`src/rtl/tvf_pkg.sv`:
```
package tvf_pkg;

   typedef enum logic [2:0] {
      ST_IDLE  = 3'd0,
      ST_S0    = 3'd1,
      ST_S1    = 3'd2,
      ST_S2    = 3'd3,
      ST_CHECK = 3'd4,
      ST_DONE  = 3'd5
   } seq_state_e;

   localparam int NUM_CAPTURES = 3;

endpackage

```
`src/rtl/tvf_linearize.sv`:
```
module tvf_linearize #(
   parameter int OFF_W    = 12,
   parameter int CNT_W    = 13,
   parameter int SEC_W    = 7,
   parameter int OFF_SPAN = 3072,
   parameter int CNT_SPAN = 8000,
   parameter int TW       = 32
) (
   input  logic [TW-1:0] word_i,
   output logic [TW-1:0] ticks_o
);

   localparam logic [TW-1:0] CNT_WT = TW'(OFF_SPAN);
   localparam logic [TW-1:0] SEC_WT = TW'(OFF_SPAN * CNT_SPAN);

   if (OFF_W + CNT_W + SEC_W != TW) begin : g_bad_fields
      $error("field widths must add up to the word width");
   end
   if (OFF_SPAN > (1 << OFF_W)) begin : g_bad_off
      $error("offset span does not fit the offset field");
   end
   if (CNT_SPAN > (1 << CNT_W)) begin : g_bad_cnt
      $error("count span does not fit the count field");
   end

   logic [OFF_W-1:0] off_f;
   logic [CNT_W-1:0] cnt_f;
   logic [SEC_W-1:0] sec_f;

   assign off_f = word_i[OFF_W-1:0];
   assign cnt_f = word_i[OFF_W +: CNT_W];
   assign sec_f = word_i[TW-1 -: SEC_W];

   assign ticks_o = TW'(off_f) + TW'(cnt_f) * CNT_WT + TW'(sec_f) * SEC_WT;

endmodule

```
`src/rtl/tvf_judge.sv`:
```
module tvf_judge #(
   parameter int TW    = 32,
   parameter int RATIO = 2
) (
   input  logic [TW-1:0] t0_i,
   input  logic [TW-1:0] t1_i,
   input  logic [TW-1:0] t2_i,
   output logic          ok_o
);

   localparam int  MW    = TW + $clog2(RATIO) + 1;
   localparam int  SH    = $clog2(RATIO);
   localparam bit  POW2  = ((RATIO & (RATIO - 1)) == 0);

   if (RATIO < 2) begin : g_bad_ratio
      $error("RATIO must be at least 2");
   end

   logic signed [TW-1:0] d01, d12;
   logic                 pos01, pos12;
   logic [MW-1:0]        a01, a12, s01, s12;
   logic                 big01, big12;

   assign d01   = $signed(t1_i - t0_i);
   assign d12   = $signed(t2_i - t1_i);
   assign pos01 = (d01 > 0);
   assign pos12 = (d12 > 0);
   assign a01   = MW'($unsigned(d01));
   assign a12   = MW'($unsigned(d12));

   if (POW2) begin : g_shift_scale
      assign s01 = a01 << SH;
      assign s12 = a12 << SH;
   end else begin : g_mult_scale
      assign s01 = a01 * MW'(RATIO);
      assign s12 = a12 * MW'(RATIO);
   end

   assign big01 = (a01 >= s12);
   assign big12 = (a12 >= s01);
   assign ok_o  = pos01 & pos12 & ~big01 & ~big12;

endmodule

```
`src/rtl/tvf_sequencer.sv`:
```
module tvf_sequencer
   import tvf_pkg::*;
#(
   parameter int TW    = 32,
   parameter int GAP_W = 8,
   parameter int RET_W = 4
) (
   input  logic                                clk,
   input  logic                                rst_n,
   input  logic                                start_i,
   input  logic                                strict_i,
   input  logic [GAP_W-1:0]                    gap_i,
   input  logic [TW-1:0]                       timer_i,
   input  logic                                verdict_i,
   output logic [NUM_CAPTURES-1:0][TW-1:0]     samp_o,
   output logic                                take_o,
   output logic                                done_o,
   output logic [RET_W-1:0]                    retries_o
);

   localparam logic [RET_W-1:0] RMAX = {RET_W{1'b1}};

   if (RET_W < 1 || GAP_W < 1) begin : g_bad_widths
      $error("counter widths must be positive");
   end

   seq_state_e        st_q;
   logic [GAP_W-1:0]  gap_q, wait_q;
   logic              strict_q;
   logic [RET_W-1:0]  ret_q;
   logic              lap;

   assign lap    = (wait_q == gap_q);
   assign take_o = (st_q == ST_CHECK) && (verdict_i || !strict_q);

   // capture slots, one per sampling state
   for (genvar k = 0; k < NUM_CAPTURES; k++) begin : g_slot
      localparam logic [2:0] SLOT = 3'(1 + k);
      logic hit;
      assign hit = (st_q == seq_state_e'(SLOT)) && lap;
      always_ff @(posedge clk or negedge rst_n) begin
         if (!rst_n)   samp_o[k] <= '0;
         else if (hit) samp_o[k] <= timer_i;
      end
   end

   always_ff @(posedge clk or negedge rst_n) begin
      if (!rst_n) begin
         st_q     <= ST_IDLE;
         gap_q    <= '0;
         wait_q   <= '0;
         strict_q <= 1'b0;
         ret_q    <= '0;
      end else begin
         case (st_q)
            ST_IDLE: begin
               if (start_i) begin
                  strict_q <= strict_i;
                  gap_q    <= gap_i;
                  ret_q    <= '0;
                  wait_q   <= '0;
                  st_q     <= strict_i ? ST_S0 : ST_S2;
               end
            end
            ST_S0, ST_S1, ST_S2: begin
               if (lap) begin
                  wait_q <= '0;
                  case (st_q)
                     ST_S0:   st_q <= ST_S1;
                     ST_S1:   st_q <= ST_S2;
                     default: st_q <= ST_CHECK;
                  endcase
               end else begin
                  wait_q <= wait_q + 1'b1;
               end
            end
            ST_CHECK: begin
               wait_q <= '0;
               if (take_o) begin
                  st_q <= ST_DONE;
               end else begin
                  st_q <= ST_S0;
                  if (ret_q != RMAX) ret_q <= ret_q + 1'b1;
               end
            end
            ST_DONE: st_q <= ST_IDLE;
            default: st_q <= ST_IDLE;
         endcase
      end
   end

   assign done_o    = (st_q == ST_DONE);
   assign retries_o = ret_q;


   done_pulse_chk: assert property (@(posedge clk) disable iff (!rst_n)
      done_o |=> !done_o);


   retry_sat_chk: assert property (@(posedge clk) disable iff (!rst_n)
      (ret_q == RMAX && st_q != ST_IDLE) |=> (ret_q == RMAX));


   retry_step_chk: assert property (@(posedge clk) disable iff (!rst_n)
      (st_q == ST_CHECK && !take_o && ret_q != RMAX) |=> (ret_q == $past(ret_q) + 1'b1));


   single_shot_chk: assert property (@(posedge clk) disable iff (!rst_n)
      (st_q == ST_IDLE && start_i && !strict_i) |=> (st_q == ST_S2 && wait_q == '0));


   gap_bound_chk: assert property (@(posedge clk) disable iff (!rst_n)
      (st_q inside {ST_S0, ST_S1, ST_S2}) |-> (wait_q <= gap_q));

endmodule

```
`src/rtl/tick_vote_filter.sv`:
```
module tick_vote_filter
   import tvf_pkg::*;
#(
   parameter int OFF_W    = 12,
   parameter int CNT_W    = 13,
   parameter int SEC_W    = 7,
   parameter int OFF_SPAN = 3072,
   parameter int CNT_SPAN = 8000,
   parameter int SECS_W   = 32,
   parameter int GAP_W    = 8,
   parameter int RET_W    = 4,
   parameter int RATIO    = 2
) (
   input  logic                              clk,
   input  logic                              rst_n,
   input  logic                              start_i,
   input  logic [OFF_W+CNT_W+SEC_W-1:0]      timer_i,
   input  logic                              strict_i,
   input  logic [SECS_W-1:0]                 secs_i,
   input  logic [GAP_W-1:0]                  gap_i,
   output logic [SECS_W+OFF_W+CNT_W+SEC_W-1:0] bus_time_o,
   output logic                              done_o,
   output logic [RET_W-1:0]                  retries_o
);

   localparam int TW = OFF_W + CNT_W + SEC_W;
   localparam int BW = SECS_W + TW;

   logic [NUM_CAPTURES-1:0][TW-1:0] samp;
   logic [NUM_CAPTURES-1:0][TW-1:0] lin;
   logic                            verdict;
   logic                            take;
   logic [BW-1:0]                   bt_q;

   tvf_sequencer #(
      .TW    (TW),
      .GAP_W (GAP_W),
      .RET_W (RET_W)
   ) u_seq (
      .clk       (clk),
      .rst_n     (rst_n),
      .start_i   (start_i),
      .strict_i  (strict_i),
      .gap_i     (gap_i),
      .timer_i   (timer_i),
      .verdict_i (verdict),
      .samp_o    (samp),
      .take_o    (take),
      .done_o    (done_o),
      .retries_o (retries_o)
   );

   for (genvar k = 0; k < NUM_CAPTURES; k++) begin : g_lin
      tvf_linearize #(
         .OFF_W    (OFF_W),
         .CNT_W    (CNT_W),
         .SEC_W    (SEC_W),
         .OFF_SPAN (OFF_SPAN),
         .CNT_SPAN (CNT_SPAN),
         .TW       (TW)
      ) u_lin (
         .word_i  (samp[k]),
         .ticks_o (lin[k])
      );
   end

   tvf_judge #(
      .TW    (TW),
      .RATIO (RATIO)
   ) u_judge (
      .t0_i (lin[0]),
      .t1_i (lin[1]),
      .t2_i (lin[2]),
      .ok_o (verdict)
   );

   always_ff @(posedge clk or negedge rst_n) begin
      if (!rst_n)    bt_q <= '0;
      else if (take) bt_q <= {secs_i, samp[NUM_CAPTURES-1]};
   end

   assign bus_time_o = bt_q;


   result_hold_chk: assert property (@(posedge clk) disable iff (!rst_n)
      !$stable(bus_time_o) |-> done_o);

endmodule

```
`config.mk`:
```
export PLATFORM = sky130hd
export DESIGN_NAME = tick_vote_filter
export DESIGN_NICKNAME = d
export VERILOG_FILES = /design/src/rtl/tvf_pkg.sv /design/src/rtl/tvf_linearize.sv /design/src/rtl/tvf_judge.sv /design/src/rtl/tvf_sequencer.sv /design/src/rtl/tick_vote_filter.sv
export SDC_FILE = /design/constraint.sdc
export NUM_CORES = 1
export LEC_CHECK = 0
export ABC_AREA = 1
export CAP_MARGIN = 20
export CORE_ASPECT_RATIO = 0.6
export CORE_UTILIZATION = 40
export DETAILED_ROUTE_END_ITERATION = 10
export DONT_BUFFER_PORTS = 1
export MAX_ROUTING_LAYER = met4
export PLACE_DENSITY_LB_ADDON = 0.2
export SYNTH_ARGS = -nofsm -noshare
export SYNTH_HDL_FRONTEND = slang
export SYNTH_SLANG_ARGS = --single-unit
```
`constraint.sdc`:
```
create_clock -name clk -period 20.4 [get_ports clk]
set_clock_uncertainty 0.05 [all_clocks]
set_input_delay 2.04 -clock clk [delete_from_list [all_inputs] [get_ports clk]]
set_output_delay 2.04 -clock clk [all_outputs]
set_load 0.02 [all_outputs]
```
==> out/results.tsv, run 1 <==
metric	value	unit
cts_setup_buffers	0	
clk_path_buf_depth	2	
cpMaxStageDelayCell	fa_1	
whs	0.436	ns
drv_cap	0	
reg2reg_depth	39	
clockRootBuffer	clkbuf_16	
gr-total-overflow	0	
avgViaCountPerCell	5.11	
synth_area_leader_cell	dfrtp_1	
fp.coreArea	0.0516	mm^2
cts_resized	0	
synth_fp_nets	3431	
initial_core_util	0.410	
wl_per_cell	17.1	um
ys_top_cells_by_area	dfrtp_1, ha_1, nand2_1	
grt_max_degree	185	
grt_pass1_wl	99400	um
synth_top_area_frac	0.217	
synth-seq-area-share	0.217	
insertion_delay	0.47	ns
crit_path_end_kind	flop	
fill_cells	5356	
drt-total-wl	62300	um
die_h	180	um
postPlaceCellArea	0.0219	mm^2
hp-class	flop to flop	
synthCells	2943	
hold_viol_final	0	
crit_path_start_kind	flop	
drc	0	
fmax	0.0996	GHz
yosys-top-cells-count	nand2_1, inv_1, ha_1	
syn_area_per_cell	7.20	um^2
ant_nets	0	
drt_iter0_markers	1363	
yosysMostFrequentCell	nand2_1	
clkTransAtPathRegs	0.08	ns
rrSetupSlack	10.35	ns
slowest_delay	0.58	ns
synth-edff-count	0	
async_reset_ff_frac	1.00	
ys.flop_type	dfrtp_1	
finalCriticalPeriod	10.05	ns
antenna_found_initial	0	
ctsHtreeMaxLevel	4	
holdCritStartpoint	u_seq.samp_o[64]	
io_pins	145	
die_x	299	um
crit_start	u_seq.samp_o[61]	
holdPathEnd	u_seq.samp_o[64]	
maxSlewHeadroom	0.431	
nNetsFinal	3416	
final_cell_area	0.0225	mm^2
setup-tns-final	0	ns
cts_tree	built	
dr_total_vias	18600	
rr_endpoint	u_seq.retries_o[1]	
die_area	0.0539	mm^2
worstPathArrival	10.39	ns
port_buffers	0	
cts_sinks	184	
status	finished, final reports clean	
worstMarginPinSlew	0.847	ns
yosysWarnings	0	
drive_gt1_frac	0.0238	
first_pass_iters	5	
post-route-period-util	0.492	
grt_pass1_vias	17800	
dp_cells	3602	
grt_usage	0.243	
r2r-start	u_seq.samp_o[61]	
required	20.74	ns
globalplace.congestion	0.972	
cts_buffers	17	
path_class	flop to flop	
drv_slew	0	
hpwl	53200	um
path_common_cell	nand2_1	
path_max_fanout	56	
layoutNonFillerInstCount	3634	
netlist_area	0.0212	mm^2
ys_ff_latch	184	
yosys.cell_types.count	47	
cts_hold_buf	0	
area_growth	6.17	%
whs_path_depth	2	
n_antenna_cell	0	
final-setup-viol-count	0	
rows	64	
rsz0062_at_grt	no	
[final cells by class]
class / instances / area, um^2 / share of cell area
Clock buffer: 18 / 439 / 0.0195
Clock inverter: 14 / 154 / 0.00684
Inverter: 591 / 2220 / 0.0986
Multi-Input combinational cell: 2128 / 14200 / 0.630
Sequential cell: 184 / 4600 / 0.205
Tap cell: 693 / 867 / 0.0385
Timing Repair Buffer: 6 / 45.0 / 0.00200
[worst max-delay path by stage]
stage	to	slack, ns
floorplan	u_seq.retries_o[0]	12.77
global placement	u_seq.retries_o[0]	10.60
detailed placement	u_seq.retries_o[2]	10.46
CTS	u_seq.retries_o[1]	10.43
global route	u_seq.retries_o[3]	9.37
finish	u_seq.retries_o[1]	10.35
[flip-flops by register name (all words and copies together) (netlist names)]
| name | count |
|---|---|
| u_seq.retries_o | 4 |
| u_seq.st_q | 3 |
| u_seq.strict_q | 1 |
| u_seq.gap_q | 8 |
| u_seq.wait_q | 8 |
| u_seq.samp_o | 96 |
| bus_time_o | 64 |
[layer usage]
| layer | wire length, um | global-route usage | vias to the layer above |
|---|---|---|---|
| met3 | 3850 | 0.0344 | 41 |
| li1 | - | - | 9362 |
| met1 | 34900 | 0.394 | 8762 |
| met5 | 0 | - | - |
| met4 | 726 | 0.0429 | 0 |
| met2 | 22800 | 0.308 | 399 |
[layout by cell type (no fill, tap or decap), types with 2 or more instances in the layout]
master / n
nand2_1: 689
inv_1: 588
ha_1: 325
dfrtp_1: 184
nand3_1: 182
o21ai_0: 177
a21oi_1: 171
nor2_1: 169
xor2_1: 89
fa_1: 87
xnor2_1: 48
nand4_1: 41
nor3_1: 29
clkbuf_16: 17
o21ai_1: 13
or2_2: 13
o21bai_1: 12
a21o_1: 11
nand3b_1: 9
mux2_2: 8
o21a_1: 6
buf_4: 6
nor4_1: 5
o211ai_1: 5
nor3b_1: 4
nand2_2: 4
a31oi_1: 4
inv_6: 4
clkinv_8: 4
and3_1: 3
inv_2: 3
a21boi_0: 3
a211oi_1: 3
inv_8: 3
nor3_2: 2
and2_1: 2
o31ai_1: 2
a221oi_1: 2
o22ai_1: 2
clkinvlp_4: 2
[metrics by stage]
stage               worst slack, ns  utilization
finish                        10.35        0.436
global route                   9.37        0.436
CTS                           10.43        0.436
detailed placement            10.46        0.424
global placement              10.60        0.424
floorplan                     12.77            -
[critical path, delay by kind of cell, from the launching register on]
family	cells	cell delay, ns
AOI/OAI and AO/OA	7	1.02
xor gates and xnor gates	3	1.14
adders and majority gates	9	3.99
buffers and inverters	6	1.23
DFF	1	0.46
and+or+nand+nor	14	1.95
[logic make-up (layout without fill, tap and decap cells)]
family	after synthesis	count (layout)	synth area share
buf+inv	631	629	0.115
simple gates	1154	1154	0.228
mux	8	8	0.00425
flops	184	184	0.217
compound gates	417	417	0.105
fa+ha+maj	412	412	0.274
xor+xnor	137	137	0.0566
Power of run 1 is not shown: default switching activity piles up to over one toggle a cycle in this logic, so the estimate is an artifact.
==> run 2: changes to the inputs <==
clock period = 8.95 ns   (was 20.4 ns; I/O delays follow)
==> run 2 against run 1 <==
Net effect: sequential share of layout area down 0.30 points; worst hold slack worse by 0.39 ns; final area up 1.6%; routed wire length up 2.9%; final cell count up 0.41%; via count up 0.90%; worst setup slack worse by 9.9 ns.
==> out/results.tsv, run 2 (synthesis results as in run 1) <==
metric	value	unit	change
drt-total-wl	64100	um	+2.9%
crit_path_start_kind	flop		
whs	0.0500	ns	-0.386 ns
initial_core_util	0.410		unchanged
drv_cap	0		unchanged
grt_max_degree	185		unchanged
drc	0		unchanged
hold_viol_final	0		unchanged
layoutNonFillerInstCount	3649		+0.41%
crit_path_end_kind	flop		
die_area	0.0539	mm^2	unchanged
worstMarginPinSlew	0.834	ns	-0.0129 ns
path_max_fanout	17		-70%
hp-class	input port to asynchronous set/reset pin		
path_common_cell	nand2_1		
drv_slew	0		unchanged
top_usage_layer	met1		
io_pins	145		unchanged
grt_util_met1	0.401		+0.00694
ant_nets	0		unchanged
finalCriticalPeriod	8.48	ns	-1.57 ns
final-setup-viol-count	0		unchanged
path_class	flop to flop		
insertion_delay	0.48	ns	about the same
grt_pass1_vias	18100		+1.7%
met2_usage	0.314		+0.00667
grt_usage	0.246		+0.00301
nNetsFinal	3430		+0.41%
port_buffers	0		unchanged
die_x	299	um	unchanged
largest-register	u_seq.samp_o		
grt_pass1_wl	100000	um	+0.81%
fill_cells	5364		+0.15%
die_h	180	um	unchanged
final_common_cell	nand2_1		
maxSlewHeadroom	0.439		+0.00869
clkTransAtPathRegs	0.09	ns	about the same
gr-total-overflow	0		unchanged
globalplace.congestion	0.958		-1.5%
final_cell_area	0.0229	mm^2	+1.6%
cpMaxStageDelayCell	fa_1		
antenna_found_initial	1		+1
dr_total_vias	18700		+0.90%
gr-usage-met3	0.0288		-0.00555
avgViaCountPerCell	5.13		+0.49%
postPlaceCellArea	0.0220	mm^2	+0.42%
area_growth	7.82	%	
wl_per_cell	17.6	um	+2.5%
hpwl	53500	um	+0.59%
ctsHtreeMaxLevel	4		unchanged
rows	64		unchanged
fp.coreArea	0.0516	mm^2	unchanged
cts_buffers	17		unchanged
largest_register_ffs	96		unchanged
required	9.27	ns	-11.47 ns
drt_iter0_markers	1259		-7.6%
fmax	0.118	GHz	+18%
slowest_delay	0.57	ns	about the same
post-route-period-util	0.947		+0.455
drive_gt1_frac	0.0379		+0.0141
status	finished, final reports clean		
final_cell_mix	nand2_1, inv_1, ha_1		
cts_tree	built		
clockRootBuffer	clkbuf_16		
worstPathArrival	8.79	ns	-1.60 ns
clk_path_buf_depth	2		unchanged
first_pass_iters	7		+2
dp_cells	3611		+0.25%
cts_sinks	184		unchanged
==> run 2: changes by cell type in the layout (fill, tap and decap cells not counted), sizes merged <==
cell | before | now
clkbuf | 18 | 19
diode | 0 | 1
buf | 6 | 18
clkinv | 5 | 8
clkinvlp | 2 | 0
==> run 2: timing repair <==
action | 4_1_cts | 5_1_grt
setup endpoints to repair | 0 | 69
gates resized for setup | 0 | 30
setup buffers | 0 | 3
hold buffers | 0 | 0
==> run 2: layout make-up <==
| type | count | area (um^2) | share of cell area |
|---|---|---|---|
| antenna | 1 | 2.50 | 0.000110 |
| clock buffer | 17 | 425 | 0.0186 |
| clock inverter | 15 | 193 | 0.00843 |
| inverter | 591 | 2220 | 0.0971 |
| multi-input combinational | 2128 | 14300 | 0.627 |
| sequential | 184 | 4610 | 0.202 |
| tap | 693 | 867 | 0.0379 |
| timing repair buffer | 20 | 210 | 0.00920 |
==> run 2: worst paths after layout <==
| path | from | endpoint | slack, ns | cells after the start |
|---|---|---|---|---|
| worst max-delay path | u_seq.samp_o[62] | u_seq.retries_o[1] | 0.47 | 42 |
| worst min-delay path | rst_n | bus_time_o[54] | 0.05 | 0 |
| worst max register to register | u_seq.samp_o[62] | u_seq.retries_o[1] | 0.47 | 42 |
| worst min register to register | u_seq.samp_o[40] | u_seq.samp_o[40] | 0.44 | 2 |
| max in group asynchronous | rst_n | u_seq.samp_o[62] | 8.58 | 0 |
| min in group clk | u_seq.samp_o[40] | u_seq.samp_o[40] | 0.44 | 2 |
==> run 2: per-layer routing <==
metal / vias up / part of all wire
met3: 36 / 0.054
li1: 9382 / -
met1: 8868 / 0.56
met2: 446 / 0.37
met4: 0 / 0.012
met5: - / 0
==> run 2: stage by stage <==
stage	utilization	setup WS, ns	setup TNS (ns)
after floorplan	-	1.32	0
final	0.442	0.473	0
after detailed placement	0.426	0.110	0
after global routing	0.442	-0.144	-0.762
after CTS	0.438	0.0706	0
after global placement	0.426	0.250	0
==> run 2: worst max-delay path, delay by kind of cell, from the launching register on <==
kind	cells	cell delay, ns
AOI/OAI and AO/OA	7	1.03
xor gates and xnor gates	3	0.63
adders and majority gates	9	3.80
buffers and inverters	6	0.58
DFF	1	0.45
and+or+nand+nor	17	1.77
Power of run 2 is left out for the same reason.
